## config.mk

```make
export PLATFORM = sky130hd
export DESIGN_NAME = pgclk_evict
export DESIGN_NICKNAME = d
export VERILOG_FILES = /design/src/rtl/pgclk_pkg.sv /design/src/rtl/pgclk_refbits.sv /design/src/rtl/pgclk_hand.sv /design/src/rtl/pgclk_ctrl.sv /design/src/rtl/pgclk_evict.sv
export SDC_FILE = /design/constraint.sdc
export NUM_CORES = 1
export LEC_CHECK = 0
export BUFFER_PORTS_ARGS = -buffer_cell sky130_fd_sc_hd__buf_2
export CAP_MARGIN = 20
export CORE_MARGIN = 2
export CORE_UTILIZATION = 56
export DETAILED_ROUTE_END_ITERATION = 16
export GPL_TIMING_DRIVEN = 0
export PLACE_DENSITY_LB_ADDON = 0.3
export SLEW_MARGIN = 20
export SYNTH_ARGS = -nofsm -noshare
export SYNTH_HDL_FRONTEND = slang
export SYNTH_SLANG_ARGS = --single-unit
```

## constraint.sdc

```tcl
create_clock -name clk -period 4 [get_ports clk]
set_input_delay 0.8 -clock clk [delete_from_list [all_inputs] [get_ports clk]]
set_output_delay 0.8 -clock clk [all_outputs]
set_load 0.05 [all_outputs]
```

## src/rtl/pgclk_pkg.sv

```systemverilog
package pgclk_pkg;
    typedef enum logic [1:0] {
        ST_IDLE = 2'd0,
        ST_SCAN = 2'd1,
        ST_DONE = 2'd2
    } scan_state_e;
endpackage

```

## src/rtl/pgclk_refbits.sv

```systemverilog
// One reference bit per frame. Priority per bit: set (access or insert) over clear.
module pgclk_refbits #(
    parameter int N = 8,
    localparam int IDXW = $clog2(N)
) (
    input  logic            clk,
    input  logic            rst_n,
    input  logic            set_en,
    input  logic [IDXW-1:0] set_idx,
    input  logic            clr_en,
    input  logic            ins_en,
    input  logic [IDXW-1:0] sel_idx,
    output logic [N-1:0]    bits
);
    for (genvar i = 0; i < N; i++) begin : g_bit
        logic hit_set, hit_sel;
        assign hit_set = set_en && (set_idx == IDXW'(i));
        assign hit_sel = (sel_idx == IDXW'(i));
        always_ff @(posedge clk) begin
            if (!rst_n) begin
                bits[i] <= 1'b0;
            end else if (hit_set || (ins_en && hit_sel)) begin
                bits[i] <= 1'b1;
            end else if (clr_en && hit_sel) begin
                bits[i] <= 1'b0;
            end
        end
    end
endmodule

```

## src/rtl/pgclk_hand.sv

```systemverilog
// Circular pointer over N frames.
module pgclk_hand #(
    parameter int N = 8,
    localparam int IDXW = $clog2(N)
) (
    input  logic            clk,
    input  logic            rst_n,
    input  logic            adv,
    output logic [IDXW-1:0] ptr
);
    localparam logic [IDXW-1:0] LAST = IDXW'(N - 1);

    always_ff @(posedge clk) begin
        if (!rst_n) begin
            ptr <= '0;
        end else if (adv) begin
            ptr <= (ptr == LAST) ? '0 : ptr + 1'b1;
        end
    end
endmodule

```

## src/rtl/pgclk_ctrl.sv

```systemverilog
// Scan controller: one frame examined per cycle in ST_SCAN.
module pgclk_ctrl
    import pgclk_pkg::*;
(
    input  logic clk,
    input  logic rst_n,
    input  logic fault_req,
    input  logic hand_bit,
    output logic adv,
    output logic clr_en,
    output logic ins_en,
    output logic busy,
    output logic done
);
    scan_state_e state_q, state_d;

    always_ff @(posedge clk) begin
        if (!rst_n) state_q <= ST_IDLE;
        else        state_q <= state_d;
    end

    always_comb begin
        state_d = state_q;
        unique case (state_q)
            ST_IDLE: if (fault_req) state_d = ST_SCAN;
            ST_SCAN: if (!hand_bit) state_d = ST_DONE;
            ST_DONE: state_d = ST_IDLE;
            default: state_d = ST_IDLE;
        endcase
    end

    always_comb begin
        adv    = 1'b0;
        clr_en = 1'b0;
        ins_en = 1'b0;
        busy   = 1'b0;
        done   = 1'b0;
        unique case (state_q)
            ST_IDLE: ;
            ST_SCAN: begin
                busy   = 1'b1;
                adv    = 1'b1;
                clr_en = hand_bit;
                ins_en = !hand_bit;
            end
            ST_DONE: begin
                busy = 1'b1;
                done = 1'b1;
            end
            default: ;
        endcase
    end
endmodule

```

## src/rtl/pgclk_evict.sv

```systemverilog
module pgclk_evict #(
    parameter int N = 8,
    localparam int IDXW = $clog2(N)
) (
    input  logic            clk,
    input  logic            rst_n,
    input  logic            acc_valid,
    input  logic [IDXW-1:0] acc_frame,
    input  logic            fault_req,
    output logic            busy,
    output logic            done,
    output logic [IDXW-1:0] victim,
    output logic [IDXW-1:0] hand,
    output logic [N-1:0]    ref_bits
);
    logic adv, clr_en, ins_en;
    logic [IDXW-1:0] victim_q;

    pgclk_ctrl u_ctrl (
        .clk      (clk),
        .rst_n    (rst_n),
        .fault_req(fault_req),
        .hand_bit (ref_bits[hand]),
        .adv      (adv),
        .clr_en   (clr_en),
        .ins_en   (ins_en),
        .busy     (busy),
        .done     (done)
    );

    pgclk_hand #(.N(N)) u_hand (
        .clk  (clk),
        .rst_n(rst_n),
        .adv  (adv),
        .ptr  (hand)
    );

    pgclk_refbits #(.N(N)) u_bits (
        .clk    (clk),
        .rst_n  (rst_n),
        .set_en (acc_valid),
        .set_idx(acc_frame),
        .clr_en (clr_en),
        .ins_en (ins_en),
        .sel_idx(hand),
        .bits   (ref_bits)
    );

    always_ff @(posedge clk) begin
        if (!rst_n)      victim_q <= '0;
        else if (ins_en) victim_q <= hand;
    end
    assign victim = victim_q;
endmodule

```

Yosys cells after proc, flatten, opt, wreduce, memory -nomap -nowiden
Index checks and enable logic that the tools add are counted.

word-level totals
  bits in registers = 16
  input bits = 7
  output and inout port bits = 16
  word-level logic and storage cells = 104

operators by class
  add/sub/neg operators = 1
  $lt $le $gt $ge = 1
  equality and inequality tests = 18
  muxes and demuxes = 27
  reductions and logical operators = 46

operator list
  cell                                                                          count
  3-bit == test, second input constant                                          8
  1-bit logical AND                                                             24
  1-bit two-way mux                                                             22
  2-bit nonzero test                                                            8
  3-bit by 2-bit == test with 1-bit output, second input constant               4
  1-bit logical OR                                                              8
  3-bit by 1-bit == test with 1-bit output, second input constant               2
  3-bit zero test                                                               2
  3-bit by 4-bit less-than comparator with 1-bit output, second input constant  1
  2-bit two-way mux                                                             2
  2-bit != test, second input constant                                          2
  2-bit one-hot mux with 2 select lines                                         1
  3-bit by 1-bit adder with 3-bit output, second input constant                 1
  1-bit binary-select mux with 3-bit select                                     1
  3-bit two-way mux                                                             1
  2-bit by 1-bit == test with 1-bit output, second input constant               1
  2-bit == test, second input constant                                          1
  2-bit zero test                                                               1
  2-bit AND reduction                                                           1
  2-bit OR reduction                                                            1
  1-bit zero test                                                               1

Depth between registers and ports, before layout
Gate-level depths: netlist of the first run.

  depth in word-level cells = 7
  depth in mapped cells = 7

Cells and area by module
From an unflattened synthesis of the first run, not the netlist that was laid out.

unflattened totals
  cells, all modules = 93
  area, all modules = 920.9 um2

by module, submodules not included
  module         times used  cells each  area each (um2)
  pgclk_refbits  1           51          435.4
  pgclk_evict    1           12          172.7
  pgclk_ctrl     1           17          165.2
  pgclk_hand     1           13          147.6

Worst setup path before layout of the first run
Ideal clock, no wire load.

  path type = register to register
  start point = register u_hand.ptr[0]
  end point = register u_ctrl.state_q[0]
  setup time = 0.115 ns
  arrival = 2.069 ns
  data required time = 3.885 ns
  setup slack = 1.815 ns
  cell stages (with the launch flop) = 7
  path buffers = 2
  cells stage by stage = dfxtp_1 > buf_6 > mux4_2 > or2_1 > buf_6 > a31o_1 > and3_1

on the way
  cells in the longest elaborated chain, start to end = 4

ends and longest elaborated chain
  element                                    line               RTL
  from (decl)                                pgclk_hand.sv:9    output logic [IDXW-1:0] ptr
  from (signal assigned)                     pgclk_hand.sv:17   ptr <= (ptr == LAST) ? '0 : ptr + 1'b1;
  1-bit binary-select mux with 3-bit select  pgclk_evict.sv:23  .hand_bit (ref_bits[hand]),
  1-bit two-way mux (implied by the code)    pgclk_evict.sv:23
  2-bit != test (no line)                    --
  2-bit AND reduction (no line)              --
  to (signal assigned)                       pgclk_ctrl.sv:19   else state_q <= state_d;
  to (decl)                                  pgclk_ctrl.sv:15   scan_state_e state_q, state_d;

No other way between the ends. The select of a mux whose other input is x is not followed.
A chain may end at the register's enable or synchronous reset.

Worst setup path after layout of the first run
  start point = register u_ctrl.state_q[0]
  end point = output busy

on the way
  cells in the longest elaborated chain, start to end = 3
  elaborated cells on any way between the ends = 4

ends and longest elaborated chain
  element                                                                    line               RTL
  2-bit by 1-bit == test with 1-bit output or 2-bit == test (tied branches)  pgclk_ctrl.sv:38   unique case (state_q)
  2-bit OR reduction (no line) *                                             --
  1-bit two-way mux *                                                        pgclk_ctrl.sv:38
  to (decl)                                                                  pgclk_evict.sv:10  output logic busy,

Every way passes the cells marked *; elsewhere a longest branch is shown, timed or not.

==> qor.txt, run 1 <==
Core region area: 1730 µm²
Final TNS setup: 0 ps
Max Fclk: 0.473 GHz
Antenna Violating Nets Remaining: 0
Ratio of cells with drive above 1 in the final layout: 21.3%
First-pass GRT wire length: 3750 µm
Tot GR Track Use: 24.9%
Area delta synth->final: 16.0%
Critical path capture point type: output port
HP Start: victim[2]
Starting DRC count in detailed routing: 28
Syn_area_per_cell: 8.81 µm²
Synth area leaders: dfxtp_1 (31%), ha_1 (12%), mux2i_1 (4.9%)
Register-to-register setup slack: 2000 ps
Yosys top cell by area: dfxtp_1
Critical path fanouts, max: 4
Startpoint types: flip-flop
DR vias: 941
Resized Gates After CTS: 0
Post-synth EDFFs: 0
# diodes: 0
Clock Latency Late Sink: 300 ps
Core Rows: 15
Io pins: 23
Design area: 1190 µm²
Max stage delay cell, worst path: dfxtp_1
Critical Path Max Stage Delay: 400 ps
Die ar.: 2180 µm²
Hold Path Stages: 2
CP bufs+invs: 2
Final Setup Violations: 0
Final hold viol count: 0
Syn nets: 133
YS warnings: 0
Final-stage net count: 160
CTS tree: done
Clock transition at the registers of the reported paths: 90 ps
CP Class: reg -> out
Placed cell count: 163
Seq/Total Area, Yosys: 31.3%
Fraction of registers with async set/reset: 0%
Outcome: finished clean
Worst EP arrival: 1310 ps
Final period utilization: 52.8%
DR vias/cell: 5.67
Largest net degree at the start of global routing: 11
Gr ovfl total: 0
Worst Reg-to-Reg Cells: 6
CTS root buf: clkbuf_4
TritonRoute pass-1 iters: 4
Cts hold-fix bufs: 0
Initial Utilization: 59.2%
Chip width: 46.7 µm
Top-area cell type share of the netlist area: 31.3%
Final Skew: 6.50 ps
Reg2reg end: victim[1]
Lkg Pwr: 0.516 nW
Die Y: 46.7 µm
FF+latch count, synth: 16
Mapped Area: 1020 µm²
Post-CTS setup buffers: 0
RR Startpoint: u_hand.ptr[0]
Num CTS Buffers: 3
Hold Crit Class: reg -> reg
Power, Total: 0.000581 W
Most common cell after layout, fill and taps aside: buf_2
Gpl congestion: 0.882
Delay-heaviest family, CP: flip-flops
Port bufs: 22
CTS max path bufs: 2
RSZ-0062 raised after global routing: no
Worst Tran Pin Value: 522 ps
Max_slew headroom: 65.2%
Data required time of the worst path: 3200 ps
Top_reg_cell synth: dfxtp_1
Syn Inst Count: 116
Fillers: 154
Worst path cell trace: inv_1, ha_1, buf_2
Htree depth: 1
Commonest cells after routing, fill and taps aside: buf_2 (22), dfxtp_1 (16), nand2_1 (12)
PwrDens: 490 nW/µm²
Drt drc: 0
Vias in the first global route: 844
Placed Area: 1160 µm²
CTS sink cnt: 16
Worst VDD drop: 0.342 mV
Finished Layout Cells: 166
Final wirelength: 2350 µm
Yosys cell types: 31
Max-cap violations: 0
WL per Instance: 14.2 µm
Initial antenna violation count: 0
Worst Hold End: victim[2]
Post-layout min period: 2110 ps
Max-slew violation count: 0
Post-DP HPWL: 1740 µm
flip-flops by register name (all words and copies together) (netlist names):
register	flops
victim	3
u_bits.bits	8
u_ctrl.state_q	2
u_hand.ptr	3
synth_stat cells, types with 2 or more instances:
library cell	count
dfxtp_1	16
nand2_1	12
ha_1	10
nor2_1	8
inv_1	6
nand3_1	6
nor2b_1	6
clkbuf_1	5
mux2i_1	5
o21ai_0	4
a21oi_1	3
a221oi_1	3
and2_1	3
nand3b_1	3
o21a_1	3
a32oi_1	2
a41oi_1	2
and3_1	2
buf_6	2
nand2b_1	2
nor3b_1	2
nor4bb_1	2
area by class of cell:
type	instances	area (µm²)	share of cell area, %
plain buffers	7	41.3	3.48
clock buffers	3	22.5	1.90
inverters	6	22.5	1.90
multi-input cells	87	638	53.8
flip-flops and latches	16	320	27.0
well taps	25	31.3	2.64
repair buffers	22	110	9.28
per-layer routing:
metal	GRT usage [%]	share of wire, %	vias up
met5	0	0	-
met4	11.7	2.6	0
met3	3.92	4.5	7
met2	38.9	47	28
met1	33.7	46	443
li1	-	-	463
how the worst max path moves through the flow:
stage | start | end | slack (ps) | cells after the start
3_5_place_dp | u_hand.ptr[0] | victim[1] | 2050 | 6
4_1_cts | u_ctrl.state_q[0] | busy | 1880 | 3
2_1_floorplan | u_hand.ptr[0] | u_ctrl.state_q[0] | 1820 | 6
3_3_place_gp | u_hand.ptr[0] | u_ctrl.state_q[0] | 2100 | 6
6_report | u_ctrl.state_q[0] | busy | 1890 | 3
5_1_grt | u_ctrl.state_q[0] | busy | 1820 | 3
report_power, final:
part           switching, W  leakage (nW)  internal [W]  total (W)
Clock             0.0000550        0.0138     0.0000351  0.0000901
Sequential        0.0000193         0.130      0.000179   0.000198
Combinational      0.000197         0.372     0.0000961   0.000293
cell families after synthesis:
logic type / count (synthesis) / synth area share [%]
AO/OA/AOI/OAI: 24 / 18.6
adder cells (fa/ha/maj): 10 / 12.2
buffers and inverters: 13 / 6.24
flip-flops: 16 / 31.3
multiplexers: 6 / 7.10
AND/OR/NAND/NOR: 47 / 24.5
per-stage QoR:
step                      util, %  setup slack, ps  hold slack (ps)
after global routing         68.7             1820              497
after CTS                    68.7             1880              479
after detailed placement     67.4             2050              465
final                        68.7             1890              479
after global placement       67.4             2100              443
after floorplan                 -             1820              511
worst register-to-register path, stage by stage (launching register included):
cell and delay (ps):
dfxtp_1 410, buf_6 160, mux4_2 540, or2_1 260
buf_6 150, a21boi_4 190, mux2i_1 220
No activity file was read; power rests on OpenSTA's default activity.
==> run 2, diff against run 1 <==
--- a/config.mk
+++ b/config.mk
@@ -8,7 +8,7 @@
 export BUFFER_PORTS_ARGS = -buffer_cell sky130_fd_sc_hd__buf_2
 export CAP_MARGIN = 20
 export CORE_MARGIN = 2
-export CORE_UTILIZATION = 56
+export CORE_UTILIZATION = 52
 export DETAILED_ROUTE_END_ITERATION = 16
 export GPL_TIMING_DRIVEN = 0
 export PLACE_DENSITY_LB_ADDON = 0.3
==> constraint.sdc (replaced) <==
create_clock -name clk -period 2.1 [get_ports clk]
set_input_delay 0.42 -clock clk [delete_from_list [all_inputs] [get_ports clk]]
set_output_delay 0.42 -clock clk [all_outputs]
set_load 0.05 [all_outputs]
==> qor.txt, run 2 (synthesis gave the netlist of run 1 again) <==
Outcome: finished clean
Max-slew violation count: 0 (unchanged)
Post-DP HPWL: 1670 µm (-4.0%)
Chip width: 48.3 µm (+3.4%)
Critical Path Max Stage Delay: 540 ps (+140 ps)
Starting DRC count in detailed routing: 22 (-21%)
Clock transition at the registers of the reported paths: 100 ps (about the same)
Most common cell after layout, fill and taps aside: buf_2
CTS max path bufs: 2 (unchanged)
Core region area: 1900 µm² (+10%)
Final Skew: 5.65 ps (-0.851 ps)
Die Y: 48.3 µm (+3.4%)
Final Setup Violations: 0 (unchanged)
RSZ-0062 raised after global routing: no
DR vias/cell: 5.60 (-1.3%)
Clock Latency Late Sink: 290 ps (about the same)
Critical path fanouts, max: 7 (+3)
Port bufs: 22 (unchanged)
DR vias: 946 (+0.53%)
Largest net degree at the start of global routing: 11 (unchanged)
CTS sink cnt: 16 (unchanged)
Worst EP arrival: 2130 ps (+820 ps)
Die ar.: 2340 µm² (+7.0%)
Final-stage net count: 160 (unchanged)
Hold Crit Class: reg -> reg
Max stage delay cell, worst path: mux4_2
Post-CTS setup buffers: 0 (unchanged)
Gpl congestion: 0.884 (+0.29%)
Drt drc: 0 (unchanged)
Max Fclk: 0.524 GHz
Tot GR Track Use: 20.4% (-4.5 points)
Critical path capture point type: flip-flop
TritonRoute pass-1 iters: 4 (unchanged)
Final period utilization: 90.9%
Commonest cells after routing, fill and taps aside: buf_2 (22), dfxtp_1 (15), nand2_1 (12)
Final hold viol count: 0 (unchanged)
Htree depth: 1 (unchanged)
Max_slew headroom: 61.8% (-3.4 points)
Initial Utilization: 53.7% (-5.5 points)
Max FFs per register: 8 (unchanged)
CTS tree: done
First-pass GRT wire length: 3770 µm (+0.56%)
PwrDens: 950 nW/µm² (+94%)
Num CTS Buffers: 3 (unchanged)
Most Frequent Cell on Critical Path: buf_6
Post-layout min period: 1910 ps
Worst Tran Pin Value: 573 ps (+51.5 ps)
WL per Instance: 13.5 µm (-4.6%)
Area delta synth->final: 17.7%
Vias in the first global route: 899 (+6.5%)
Hold Slack: 481 ps (+2.33 ps)
Ratio of cells with drive above 1 in the final layout: 22.5% (+1.3 points)
CP Class: reg -> reg
Antenna Violating Nets Remaining: 0 (unchanged)
Initial antenna violation count: 0 (unchanged)
Final wirelength: 2280 µm (-2.9%)
# diodes: 0 (unchanged)
Worst path cell trace: buf_6, mux4_2, or2_1, buf_6, a21boi_4, mux2i_1
Final TNS setup: 0 ps (unchanged)
CTS root buf: clkbuf_4
Gr ovfl total: 0 (unchanged)
Max-cap violations: 0 (unchanged)
Cts hold-fix bufs: 0 (unchanged)
Core Rows: 16 (+1)
Worst VDD drop: 0.556 mV (+62%)
Data required time of the worst path: 2320 ps (-880 ps)
Startpoint types: flip-flop
Lkg Pwr: 0.523 nW (+1.5%)
Resized Gates After CTS: 0 (unchanged)
Io pins: 23 (unchanged)
Top reg by flops: u_bits.bits
## run 2: cell types whose count changed in the layout (fill, tap and decap cells not counted)
cell	delta
dfxtp_2	+1
dfxtp_1	-1
clkbuf_8	+1
## run 2: routing by layer
metal / vias to the layer above / GRT usage (%) / part of all wire, %
met5: - / 0 / 0
met4: 0 / 8.57 / 1.4
met3: 4 / 4.63 / 4.9
met2: 28 / 32.9 / 45
met1: 451 / 26.4 / 49
li1: 463 / - / -
## run 2: final timing paths
check | startpoint | to | slack, ps | cells after the start
worst min register to register | victim[2] | victim[2] | 480 | 2
worst min-delay path | victim[2] | victim[2] | 480 | 2
worst max-delay path | u_hand.ptr[0] | victim[0] | 190 | 6
worst max register to register | u_hand.ptr[0] | victim[0] | 190 | 6
## run 2: final cells by class
cell class                      instances  area [µm²]
Buffer                                  7        41.3
Timing Repair Buffer                   22         110
Fill cell                             177         698
Tap cell                               27        33.8
Clock buffer                            4        36.3
Inverter                                6        22.5
Multi-Input combinational cell         87         638
Sequential cell                        16         322
## run 2: through the flow
stage / area (µm²) / worst slack [ps] / instances / power, W / utilization [%]
6_report: 1200 / 192 / 169 / 0.00114 / 63.3
5_1_grt: 1200 / 101 / 169 / 0.00120 / 63.3
4_1_cts: 1200 / 191 / 169 / 0.00114 / 63.3
3_5_place_dp: 1170 / 220 / 165 / 0.000936 / 61.4
3_3_place_gp: 1170 / 245 / 165 / 0.000923 / 61.4
2_1_floorplan: 1020 / 111 / 116 / 0.000825 / -
## run 2: worst max-delay path: cells and delay by family, from the launching register on
| kind | cells | cell delay, ps |
|---|---|---|
| AO/OA/AOI/OAI | 1 | 180 |
| flip-flops | 1 | 380 |
| multiplexers | 2 | 740 |
| buffers and inverters | 2 | 280 |
| AND/OR/NAND/NOR | 1 | 240 |
## run 2: power by group
| part | total (W) | switching, W | internal (W) |
|---|---|---|---|
| logic | 0.000552 | 0.000370 | 0.000182 |
| clock network | 0.000212 | 0.000106 | 0.000106 |
| registers | 0.000380 | 0.0000379 | 0.000342 |
| total | 0.00114 | 0.000514 | 0.000630 |
==> run 3, diff against run 2 <==
--- a/config.mk
+++ b/config.mk
@@ -5,10 +5,11 @@
 export SDC_FILE = /design/constraint.sdc
 export NUM_CORES = 1
 export LEC_CHECK = 0
+export ABC_AREA = 1
 export BUFFER_PORTS_ARGS = -buffer_cell sky130_fd_sc_hd__buf_2
 export CAP_MARGIN = 20
 export CORE_MARGIN = 2
-export CORE_UTILIZATION = 52
+export CORE_UTILIZATION = 57
 export DETAILED_ROUTE_END_ITERATION = 16
 export GPL_TIMING_DRIVEN = 0
 export PLACE_DENSITY_LB_ADDON = 0.3
==> constraint.sdc (replaced) <==
create_clock -name clk -period 2.2 [get_ports clk]
set_input_delay 0.44 -clock clk [delete_from_list [all_inputs] [get_ports clk]]
set_output_delay 0.44 -clock clk [all_outputs]
set_load 0.05 [all_outputs]
==> qor.txt, run 3 <==
Hold Slack: 399 ps (-81.9 ps)
CP bufs+invs: 2 (unchanged)
Gr ovfl total: 0 (unchanged)
Core region area: 1900 µm² (unchanged)
Final wirelength: 2460 µm (+7.6%)
Max_slew headroom: 61.8% (about the same)
Startpoint types: flip-flop
Mapped Area: 1120 µm² (+9.7%)
Max Fclk: 0.583 GHz
DR vias: 1,087 (+15%)
Delay-heaviest family, CP: flip-flops
Finished Layout Cells: 207 (+22%)
Max stage delay cell, worst path: dfxtp_1
Chip width: 48.4 µm (about the same)
Combinational share of power: 63.1% (+15 points)
First-pass GRT wire length: 4280 µm (+13%)
Design area: 1300 µm² (+8.1%)
Placed cell count: 203 (+23%)
Worst Reg-to-Reg Cells: 6 (unchanged)
Sequential share of power: 25.3% (-7.9 points)
Max-cap violations: 0 (unchanged)
CTS max path bufs: 2 (unchanged)
CTS sink cnt: 16 (unchanged)
Critical path fanouts, max: 3 (-4)
Resized Gates After CTS: 0 (unchanged)
WL per Instance: 11.9 µm (-12%)
Initial antenna violation count: 0 (unchanged)
Vias in the first global route: 1,004 (+12%)
Worst VDD drop: 0.935 mV (+68%)
Tot GR Track Use: 23.3% (+2.9 points)
Htree depth: 1 (unchanged)
Max-slew violation count: 0 (unchanged)
CP Depth: 3 (-3)
Cts hold-fix bufs: 0 (unchanged)
Hold Crit Class: in -> reg
PnR worst setup slack: 483 ps (+291 ps)
Antenna Violating Nets Remaining: 0 (unchanged)
Most common cell after layout, fill and taps aside: nand2_1
Worst EP arrival: 1280 ps (-850 ps)
RSZ-0062 raised after global routing: no
Max FFs per register: 8 (unchanged)
Syn nets: 171 (+29%)
Fraction of registers with async set/reset: 0% (unchanged)
Critical Path Max Stage Delay: 370 ps (-170 ps)
Post-synth EDFFs: 0 (unchanged)
Final period utilization: 78.0%
TritonRoute pass-1 iters: 4 (unchanged)
Final Setup Violations: 0 (unchanged)
Final-stage net count: 198 (+24%)
Final TNS setup: 0 ps (unchanged)
Clock Latency Late Sink: 300 ps (about the same)
Starting DRC count in detailed routing: 27 (+23%)
Synth area leaders: dfxtp_1 (29%), ha_1 (11%), nand2_1 (10%)
Clock transition at the registers of the reported paths: 100 ps (about the same)
Worst slack at placement: 776 ps (+555 ps)
CTS tree: done
Sw frac: 55.7% (+11 points)
Yosys cell types: 24 (-23%)
Top_reg_cell synth: dfxtp_1
Syn Inst Count: 154 (+33%)
Final Skew: 12.6 ps (+6.92 ps)
Ratio of cells with drive above 1 in the final layout: 28.9% (+6.4 points)
Port bufs: 22 (unchanged)
Commonest cells in the netlist: nand2_1 (31), inv_1 (25), dfxtp_1 (16)
YS warnings: 0 (unchanged)
Num CTS Buffers: 3 (unchanged)
Post-CTS setup buffers: 0 (unchanged)
Die Y: 48.4 µm (about the same)
Seq/Total Area, Yosys: 28.6% (-2.8 points)
Final hold viol count: 0 (unchanged)
Hold Path Stages: 3 (+1)
Worst Tran Pin Value: 573 ps (-0.592 ps)
Gpl congestion: 0.898 (+1.6%)
Worst path cell trace: inv_1, ha_1, buf_2
Top-area cell type share of the netlist area: 28.6% (-2.8 points)
FF+latch count, synth: 16 (unchanged)
Die ar.: 2340 µm² (about the same)
Core Rows: 16 (unchanged)
Critical path capture point type: output port
Yosys top cell by area: dfxtp_1
Post-layout min period: 1720 ps
Lkg Pwr: 0.624 nW (+19%)
Syn_area_per_cell: 7.28 µm² (-17%)
Commonest cells after routing, fill and taps aside: nand2_1 (31), inv_1 (25), buf_2 (23)
Count leader, synth: nand2_1
PwrDens: 1320 nW/µm² (+39%)
Drt drc: 0 (unchanged)
Post-DP HPWL: 1940 µm (+16%)
CTS root buf: clkbuf_4
Top reg by flops: u_bits.bits
Switching power: 0.000959 W (+87%)
DR vias/cell: 5.25 (-6.2%)
Initial Utilization: 58.9% (+5.2 points)
Largest net degree at the start of global routing: 11 (unchanged)
Data required time of the worst path: 1760 ps (-560 ps)
Io pins: 23 (unchanged)
Outcome: finished clean
Internal: 0.000764 W (+21%)
Placed Area: 1260 µm² (+8.4%)
Clk pwr share: 11.6% (-6.9 points)
Area delta synth->final: 16.1%
# diodes: 0 (unchanged)
CP Class: reg -> out
[run 3: path summary, 6_finish.rpt]
check	slack (ps)	end	startpoint
hold / removal	400	u_ctrl.state_q[0]	rst_n
setup reg to reg	740	u_bits.bits[5]	u_ctrl.state_q[1]
setup / recovery	480	busy	u_ctrl.state_q[0]
hold reg to reg	480	victim[2]	victim[2]
[run 3: layout make-up]
type,instances,area [µm²]
multi-input combinational,105,657
fill,180,601
sequential,16,320
inverter,28,113
timing repair buffer,22,110
clock buffer,4,36.3
tap,27,33.8
buffer,5,31.3
[run 3: metrics by stage]
step / total power (W) / util (%)
detailed placement: 0.00153 / 66.5
CTS: 0.00173 / 68.4
finish: 0.00172 / 68.4
global placement: 0.00150 / 66.5
floorplan: 0.00132 / -
global route: 0.00185 / 68.4
[run 3: worst register-to-register path, cell delays in order (launching register included)]
cell and delay (ps):
dfxtp_1 340, inv_1 100, ha_1 220, clkbuf_1 350, nand4_1 190, nand2_1 100
a21oi_1 70
[run 3: cell families after synthesis]
group | Yosys count | share of synthesized area (%)
and+or+nand+nor | 74 | 36.1
buffers and inverters | 33 | 12.8
AOI/OAI and AO/OA | 21 | 11.4
DFF | 16 | 28.6
adders and majority gates | 10 | 11.2
[run 3: power by group through the flow]
stage               registers (W)  clock network [W]  logic (W)
finish                   0.000436           0.000199    0.00109
global placement         0.000438                  0    0.00106
floorplan                0.000608                  0   0.000712
CTS                      0.000436           0.000203    0.00109
global route             0.000449           0.000217    0.00119
detailed placement       0.000443                  0    0.00109
[run 3: layer usage]
metal	vias to the layer above	wire (µm)	GRT usage, %
li1	552	-	-
met1	497	1050	25.3
met2	31	1250	43.8
met3	7	108	4.01
met4	0	54	10.5
met5	-	0	0
